### src/rtl/st_split_pkg.sv
package st_split_pkg;

    localparam int unsigned CTL_RAILS = 2;

    typedef enum logic [CTL_RAILS-1:0] {
        STEER_NONE = 2'b00,
        STEER_A    = 2'b01,
        STEER_B    = 2'b10,
        STEER_BAD  = 2'b11
    } steer_e;

endpackage

### src/rtl/st_tok_class.sv
module st_tok_class #(
    parameter int unsigned RAILS = 2
) (
    input  logic [RAILS-1:0] tok_i,
    output logic             valid_o,
    output logic             bad_o
);
    localparam int unsigned CW = $clog2(RAILS + 1);

    logic [CW-1:0] hot_cnt;

    always_comb begin
        hot_cnt = '0;
        for (int i = 0; i < RAILS; i++) begin
            hot_cnt = hot_cnt + CW'(tok_i[i]);
        end
    end

    assign valid_o = (hot_cnt == CW'(1));
    assign bad_o   = (hot_cnt > CW'(1));
endmodule

### src/rtl/st_split_steer.sv
module st_split_steer (
    input  logic data_ok_i,
    input  logic ctl_ok_i,
    input  logic sel_b_i,
    input  logic a_busy_i,
    input  logic b_busy_i,
    output logic fire_a_o,
    output logic fire_b_o
);
    logic both_here;

    assign both_here = data_ok_i & ctl_ok_i;
    assign fire_a_o  = both_here & ~sel_b_i & ~a_busy_i;
    assign fire_b_o  = both_here &  sel_b_i & ~b_busy_i;
endmodule

### src/rtl/st_split.sv
module st_split #(
    parameter int unsigned DATA_RAILS = 2
) (
    input  logic                  clk,
    input  logic                  rst_n,
    input  logic [DATA_RAILS-1:0] l_set_i,
    input  logic [1:0]            c_set_i,
    input  logic                  ra_clr_i,
    input  logic                  rb_clr_i,
    output logic [DATA_RAILS-1:0] l_wire_o,
    output logic [1:0]            c_wire_o,
    output logic [DATA_RAILS-1:0] ra_wire_o,
    output logic [DATA_RAILS-1:0] rb_wire_o,
    output logic                  data_err_o,
    output logic                  ctl_err_o
);
    import st_split_pkg::*;

    localparam int unsigned DW = DATA_RAILS;
    localparam int unsigned CW = CTL_RAILS;

    typedef struct packed {
        logic [DW-1:0] l;
        logic [CW-1:0] c;
        logic [DW-1:0] ra;
        logic [DW-1:0] rb;
    } wires_t;

    wires_t st_d, st_q;

    logic data_ok, data_bad, ctl_ok, ctl_bad;
    logic fire_a, fire_b, fire_any;
    logic sel_b;

    st_tok_class #(.RAILS(DW)) u_data_class (
        .tok_i   (st_q.l),
        .valid_o (data_ok),
        .bad_o   (data_bad)
    );

    st_tok_class #(.RAILS(CW)) u_ctl_class (
        .tok_i   (st_q.c),
        .valid_o (ctl_ok),
        .bad_o   (ctl_bad)
    );

    assign sel_b = (steer_e'(st_q.c) == STEER_B);

    st_split_steer u_steer (
        .data_ok_i (data_ok),
        .ctl_ok_i  (ctl_ok),
        .sel_b_i   (sel_b),
        .a_busy_i  (|st_q.ra),
        .b_busy_i  (|st_q.rb),
        .fire_a_o  (fire_a),
        .fire_b_o  (fire_b)
    );

    assign fire_any = fire_a | fire_b;

    always_comb begin
        st_d = st_q;

        if (fire_any) begin
            st_d.l = '0;
        end else if (st_q.l == '0) begin
            st_d.l = l_set_i;
        end

        if (fire_any) begin
            st_d.c = '0;
        end else if (st_q.c == '0) begin
            st_d.c = c_set_i;
        end

        if (fire_a) begin
            st_d.ra = st_q.l;
        end else if (ra_clr_i) begin
            st_d.ra = '0;
        end

        if (fire_b) begin
            st_d.rb = st_q.l;
        end else if (rb_clr_i) begin
            st_d.rb = '0;
        end
    end

    always_ff @(posedge clk) begin
        if (!rst_n) begin
            st_q <= '0;
        end else begin
            st_q <= st_d;
        end
    end

    assign l_wire_o   = st_q.l;
    assign c_wire_o   = st_q.c;
    assign ra_wire_o  = st_q.ra;
    assign rb_wire_o  = st_q.rb;
    assign data_err_o = data_bad;
    assign ctl_err_o  = ctl_bad;
endmodule

### config.mk
export PLATFORM = sky130hd
export DESIGN_NAME = st_split
export DESIGN_NICKNAME = d
export VERILOG_FILES = /design/src/rtl/st_split_pkg.sv /design/src/rtl/st_tok_class.sv /design/src/rtl/st_split_steer.sv /design/src/rtl/st_split.sv
export SDC_FILE = /design/constraint.sdc
export NUM_CORES = 1
export LEC_CHECK = 0
export ABC_AREA = 0
export BUFFER_PORTS_ARGS = -buffer_cell sky130_fd_sc_hd__buf_2
export CORE_UTILIZATION = 30
export DETAILED_ROUTE_END_ITERATION = 7
export PLACE_DENSITY_LB_ADDON = 0.1
export SLEW_MARGIN = 20
export SYNTH_ARGS = -nofsm -noshare
export SYNTH_HDL_FRONTEND = slang
export SYNTH_SLANG_ARGS = --single-unit
### constraint.sdc
create_clock -name clk -period 1.4 [get_ports clk]
set_clock_uncertainty 0.1 [all_clocks]
set_input_delay 0.21 -clock clk [delete_from_list [all_inputs] [get_ports clk]]
set_output_delay 0.21 -clock clk [all_outputs]
set_load 0.05 [all_outputs]
Word level (Yosys, flattened, before mapping)
Cells that the tools add are included.
{"block": "totals", "word_cells": 32, "reg_bits": 8, "in_bits": 8, "out_inout_bits": 10}
{"block": "classes", "addsub": 2, "magnitude_cmp": 2, "n_bitwise": 10, "n_eq_ne": 3, "muxes": 4, "n_reduce_logical": 7}
{"cell": "$mux W2", "n": 4}
{"cell": "$reduce_or A2 Y1", "n": 3}
{"cell": "$and A1 B1 Y1", "n": 5}
{"cell": "$add A1 B1 Y2", "n": 2}
{"cell": "$eq A2 B1 Y1 const B", "n": 2}
{"cell": "$gt A2 B1 Y1 const B", "n": 2}
{"cell": "$logic_not A2 Y1", "n": 2}
{"cell": "$not A1 Y1", "n": 4}
{"cell": "$reduce_bool A2 Y1", "n": 2}
{"cell": "$eq A2 B2 Y1 const B", "n": 1}
{"cell": "$or A1 B1 Y1", "n": 1}

Logic depth before layout (Yosys ltp)
Gate-level depths: netlist (run 1).
{"block": "logic_depth", "word_depth": 7, "ltp_mapped": 5, "depth_no_buf": 5}

By module
A second synthesis (run 1) with hierarchy kept.
{"block": "hier_totals", "hier_cells": 36, "area_unflattened_um2": 379.1}
{"mod": "st_split", "cells_per_inst": 32, "seq_area_each_um2": 160.2, "area_per_inst_um2": 330.3, "n_inst": 1}
{"mod": "st_tok_class", "cells_per_inst": 1, "seq_area_each_um2": 0.0, "area_per_inst_um2": 12.5, "n_inst": 2}
{"mod": "st_split_steer", "cells_per_inst": 2, "seq_area_each_um2": 0.0, "area_per_inst_um2": 23.8, "n_inst": 1}

Least setup slack after synthesis (run 1)
No wires, ideal clock.
{"block": "synth_path", "path_kind": "flip-flop to flip-flop", "from": "register st_q (netlist bit c_wire_o[0])", "to": "register st_q (netlist bit c_wire_o[0])", "required_time_ns": 1.172, "path_stages_with_launch": 6, "t_arrival_ns": 1.534, "setup_ns": 0.128, "setup_slack_ns": -0.362, "cell_sequence": "dfxtp_1 > inv_1 > ha_1 > nand4b_1 > o221ai_1 > nor2_1"}
{"block": "synth_between", "elab_chain_cells": 7, "elab_cells_between_ends": 12, "cone_classes": "1 x add/sub; 2 x eq/ne; 7 x bitwise; 2 x reduce/logical"}
{"element": "from (decl)", "line": "st_split.sv:29", "rtl": "wires_t st_d, st_q;"}
{"element": "from (signal assigned)", "line": "st_split.sv:93", "rtl": "st_q <= st_d;"}
{"element": "$add A1 B1 Y2", "line": "st_tok_class.sv:15", "rtl": "hot_cnt = hot_cnt + CW'(tok_i[i]);"}
{"element": "$eq A2 B1 Y1", "line": "st_tok_class.sv:19", "rtl": "assign valid_o = (hot_cnt == CW'(1));"}
{"element": "$and A1 B1 Y1", "line": "st_split_steer.sv:12", "rtl": "assign both_here = data_ok_i & ctl_ok_i;"}
{"element": "$and A1 B1 Y1, on equally long branches (2 in a row)", "line": "st_split_steer.sv:13, st_split_steer.sv:14"}
{"element": "$or A1 B1 Y1", "line": "st_split.sv:59", "rtl": "assign fire_any = fire_a | fire_b;"}
{"element": "$reduce_or A2 Y1 (no source line)"}
Several ways; a longest one is shown, not always the timed one.
A chain may end at the register's enable or synchronous reset.

Final worst setup path (run 1)
{"block": "layout_path", "from": "register st_q (netlist bit l_wire_o[0])", "to": "output port data_err_o"}
{"block": "layout_between", "elab_chain_cells": 2}
{"element": "$add A1 B1 Y2", "line": "st_tok_class.sv:15"}
{"element": "$gt A2 B1 Y1", "line": "st_tok_class.sv:20", "rtl": "assign bad_o = (hot_cnt > CW'(1));"}
{"element": "to (decl)", "line": "st_split.sv:14", "rtl": "output logic data_err_o,"}
Every way passes these cells.

==> results of run 1 <==
==> registers in the layout (all words and copies together) (netlist names) <==
name       count
c_wire_o       2
l_wire_o       2
ra_wire_o      2
rb_wire_o      2
==> cell families (layout without fill, tap and decap cells) <==
family | Yosys count | after routing
simple gates | 14 | 14
mux | 4 | 4
flops | 8 | 8
compound gates | 5 | 5
buf+inv | 4 | 25
fa+ha+maj | 5 | 5
==> cell type report <==
cell class	instances	area, sq um
clock buffers	3	22.5
fillers	115	572
inverters	4	17.5
multi-input cells	28	253
flip-flops and latches	8	175
well taps	14	17.5
repair buffers	18	98.8
==> tightest hold or removal path: stages <==
cell and delay, ns:
buf_2 0.07, mux2i_1 0.06, nor2_1 0.08
==> metal layers <==
| metal | GRT usage | vias to the layer above | part of all wire |
|---|---|---|---|
| met5 | 0 | - | 0 |
| met4 | 0.0804 | 0 | 0 |
| met3 | 0.0523 | 0 | 0.058 |
| met2 | 0.229 | 13 | 0.51 |
| met1 | 0.177 | 160 | 0.43 |
| li1 | - | 179 | - |
==> path summary, 6_finish.rpt <==
check                       startpoint                        end  slack, ns
max           l_wire_o[0]$_SDFFE_PP0N_                 data_err_o       0.04
min                         l_set_i[0]   l_wire_o[0]$_SDFFE_PP0N_       0.11
max reg2reg   c_wire_o[1]$_SDFFE_PP0N_   l_wire_o[1]$_SDFFE_PP0N_       0.06
min reg2reg  rb_wire_o[0]$_SDFFE_PN0P_  rb_wire_o[0]$_SDFFE_PN0P_       0.39
==> where the power goes <==
part	leakage, nW	internal, mW	switching, mW
logic	0.186	0.113	0.174
clock network	0.0138	0.0977	0.0726
registers	0.0679	0.256	0.0244
==> cell usage in the layout, fill, tap and decap left out, types with 3 or more instances in the layout <==
master | synthesis | routed
nand3b_1 | 4 | 4
dfxtp_4 | 0 | 4
buf_2 | 0 | 16
clkbuf_4 | 0 | 3
nor2_1 | 4 | 4
inv_2 | 0 | 3
dfxtp_1 | 8 | 4
o21ai_1 | 2 | 4
mux2i_1 | 4 | 4
==> per-stage QoR <==
| step | setup WS, ns | std cells | util |
|---|---|---|---|
| 2_1_floorplan | -0.00211 | 40 | - |
| 6_report | 0.0426 | 75 | 0.505 |
| 5_1_grt | -0.0421 | 75 | 0.505 |
| 4_1_cts | 0.000352 | 75 | 0.492 |
| 3_3_place_gp | 0.0350 | 72 | 0.468 |
| 3_5_place_dp | 0.0179 | 72 | 0.468 |
==> what timing repair did <==
item / CTS / global route
resized for setup: 2 / 4
hold buffers: 0 / 0
endpoints found under the setup margin: 1 / 9
pin swaps: 0 / 9
==> results.yml, run 1 <==
outcome:
  status: "finished, final reports clean"
die:
  coreArea_sq_um: 1160
  start_util: 0.339
  rows: 12
  ios: 18
  dieArea_sq_um: 1450
  die_x_microns: 38.1
  fp.dieH_microns: 38.1
worst_setup_path:
  crit_family: "flip-flops"
  required_ns: 1.09
  critPathMaxFanout: 4
  cp_num_buf_inv: 2
  worst-setup-path-type: "reg -> out"
  critPathArrivalTime_ns: 1.05
  cp.depth: 3
  reg2reg_depth: 5
  crit_slowest_cell: "dfxtp_4"
  setup.worst_path.end_class: "primary output"
  path_cells: "buf_4, ha_2, buf_6"
  cp-start-kind: "register"
  max_stage_delay_ns: 0.34
synth:
  synth_top_area_frac: 0.409
  synth_edf_count: 0
  async_reset_ff_frac: 0
  synthXorXnorAreaFrac: 0
  synthSimpleGateAreaFrac: 0.217
  ys_seq_area_frac: 0.409
  dominantRegCellSynth: "dfxtp_1"
  synth-compound-area-share: 0.0735
  synth_top_family_by_area: "simple AND/OR/NAND/NOR gates"
  ys_top_cells_by_count: "dfxtp_1 (8), ha_1 (5)"
  synth_cells: 40
  ys.warnings.count: 0
  synth_fa_ha_area_frac: 0.160
  netlist_area_sq_um: 392
  syn_area_per_cell_sq_um: 9.79
  ys_types: 13
  synth.most_common_cell: "dfxtp_1"
  netlist_top_cells_area: "dfxtp_1 (41%), ha_1 (16%), mux2i_1 (10%)"
  yosys-mux-area-fraction: 0.102
  ys_seq_elements: 8
  synth.largest_area_cell: "dfxtp_1"
  syn-num-nets: 53
grt:
  antenna_found_initial: 0
  grt_max_degree: 8
  grt_usage: 0.148
  grt_first_pass_wirelength_microns: 1410
  globalRoute.totalOverflow: 0
  grt_pass1_vias: 338
final_layout:
  layout.nets: 76
  drive_above_1_share: 0.557
  syn_to_final_growth_pct: 49.2
  n_antenna_cell: 0
  post-route-cell-area_sq_um: 584
placement:
  place_area_sq_um: 541
  io_buffers: 17
  dp_hpwl_microns: 667
  gp_congestion: 0.715
cts:
  clock_latency_ns: 0.25
  clock-sinks: 8
  cts_buffers: 3
  path_clk_slew_ns: 0.05
  tritoncts: "yes"
  post_cts_buffers: 0
  clk_root_buffer_cell: "clkbuf_4"
  h-tree-depth: 1
  clk_path_buf_depth: 2
sta:
  layout_min_cycle_time_ns: 1.36
  fin_crit_sh: 0.970
  setup_viol: 0
  timing.fmax_mhz: 737
  rsz0062_at_grt: "true"
  worstMarginPinSlew_ns: 0.248
  setup_tns_ns: 0
  slew_viol_final: 0
  final_hold_viol_count: 0
  hold_slack_ns: 0.111
  slew_headroom: 0.836
power_and_ir_drop:
  p_leak_nw: 0.268
  vdd_drop_max_mv: 0.499
  power_density_nw_per_um2: 1260
  p_total_mw: 0.737
run:
  maxCapViolCount: 0
worst_hold_path:
  whs_path_depth: 3
  hold_path_class: "in -> reg"
drt:
  drtPass1Iterations: 2
  dr.first_iter.drc_count: 5
  drc: 0
  vias: 352
  post_drt_wl_per_cell_microns: 11.0
  viasPerCell: 4.69
  wl_microns: 822
  drtAntennaViolNets: 0
No activity file was read; power rests on OpenSTA's default activity.
==> run 2: changes to the inputs <==
- CORE_MARGIN: not set -> 2
==> results.yml, run 2 (synthesis results as in run 1) <==
outcome:
  status: "finished, final reports clean"
die:
  start_util: 0.313
  die_x_microns: 40.1
  fp.dieH_microns: 40.1
  dieArea_sq_um: 1610
  rows: 13
  ios: 18
  coreArea_sq_um: 1250
cts:
  clk_root_buffer_cell: "clkbuf_4"
  tritoncts: "yes"
  clk_path_buf_depth: 2
  cts_buffers: 3
  h-tree-depth: 1
  clock-sinks: 8
  path_clk_slew_ns: 0.06
  clock_latency_ns: 0.25
drt:
  wl_met2_microns: 396
  wl_met3_microns: 66
  post_drt_wl_per_cell_microns: 10.9
  dr.max_layer_used: "met4"
  drc: 0
  vias: 363
  dr.first_iter.drc_count: 5
  wl_met1_microns: 374
  drtAntennaViolNets: 0
  wl_microns: 848
  viasPerCell: 4.65
  drtPass1Iterations: 2
worst_setup_path:
  max_stage_delay_ns: 0.35
  cp-start-kind: "register"
  crit_family: "flip-flops"
  required_ns: 1.09
  crit_slowest_cell: "dfxtp_4"
  critPathArrivalTime_ns: 1.06
  setup.worst_path.end_class: "primary output"
  cp_num_buf_inv: 2
  worst-setup-path-type: "reg -> out"
  path_cells: "buf_4, ha_2, buf_6"
  critPathMaxFanout: 3
grt:
  grt_usage: 0.127
  antenna_found_initial: 0
  globalRoute.totalOverflow: 0
  grt_pass1_vias: 310
  grt_first_pass_wirelength_microns: 1280
  grt_max_degree: 8
final_layout:
  post-route-cell-area_sq_um: 606
  fill_cells: 121
  layout_commonest_cell: "buf_2"
  multi_input_area_sq_um: 253
  n_antenna_cell: 0
  seq_area_sq_um: 175
  layout.nets: 78
  fin_cells: 78
  syn_to_final_growth_pct: 54.6
  drive_above_1_share: 0.571
sta:
  worstMarginPinSlew_ns: 0.269
  slew_viol_final: 0
  fin_crit_sh: 0.978
  setup_ws_ns: 0.0309
  final_hold_viol_count: 0
  rsz0062_at_grt: "true"
  layout_min_cycle_time_ns: 1.37
  setup_tns_ns: 0
  slew_headroom: 0.820
  timing.fmax_mhz: 730
  setup_viol: 0
placement:
  io_buffers: 17
  dp_hpwl_microns: 655
  gp_congestion: 0.623
  place_inst: 73
  place_area_sq_um: 542
  dp_slack_ns: -0.00346
power_and_ir_drop:
  power_density_nw_per_um2: 1240
  p_total_mw: 0.753
  p_leak_nw: 0.280
  vdd_drop_max_mv: 0.464
run:
  maxCapViolCount: 0
worst_hold_path:
  hold_path_class: "in -> reg"
-- run 2: changes by cell type in the layout (fill, tap and decap cells not counted), sizes merged --
cell	previous run	this run
buf	18	20
-- run 2: path summary, 6_finish.rpt --
path	startpoint	end	slack (ns)	cells after the start
hold reg to reg	rb_wire_o[0]$_SDFFE_PN0P_	rb_wire_o[0]$_SDFFE_PN0P_	0.39	2
hold / removal	l_set_i[0]	l_wire_o[0]$_SDFFE_PP0N_	0.11	3
setup reg to reg	l_wire_o[0]$_SDFFE_PP0N_	c_wire_o[1]$_SDFFE_PP0N_	0.03	5
setup / recovery	l_wire_o[0]$_SDFFE_PP0N_	data_err_o	0.03	3
-- run 2: routing by layer --
metal / vias to the layer above / global-route usage
met5: - / 0
met4: 0 / 0.103
met3: 2 / 0.0333
met2: 13 / 0.185
met1: 162 / 0.154
li1: 186 / -
-- run 2: repair_timing --
item / 4_1_cts / 5_1_grt
endpoints found under the setup margin: 4 / 9
gates resized for setup: 2 / 6
hold buffers: 0 / 0
buffers inserted: 1 / 1
pin swaps: 1 / 11
-- run 2: stage by stage --
stage           util  hold WS, ns
6_report       0.484        0.114
5_1_grt        0.484        0.121
4_1_cts        0.462       0.0967
3_5_place_dp   0.433        0.359
3_3_place_gp   0.433        0.356
2_1_floorplan      -        0.249
-- run 2: power by group --
| part | internal, mW | leakage (nW) | switching, mW |
|---|---|---|---|
| Clock | 0.0979 | 0.0138 | 0.0756 |
| Combinational | 0.123 | 0.198 | 0.175 |
| Sequential | 0.256 | 0.0679 | 0.0260 |
-- run 2: layout make-up --
type / instances / share of cell area
clock buffers: 3 / 0.0372
inverters: 4 / 0.0372
multi-input cells: 28 / 0.417
flip-flops and latches: 8 / 0.289
well taps: 15 / 0.0310
repair buffers: 20 / 0.188
-- run 2: worst min-delay path, cell delays in order --
cell and delay [ns]:
buf_2 0.07, mux2i_1 0.06, nor2_1 0.09
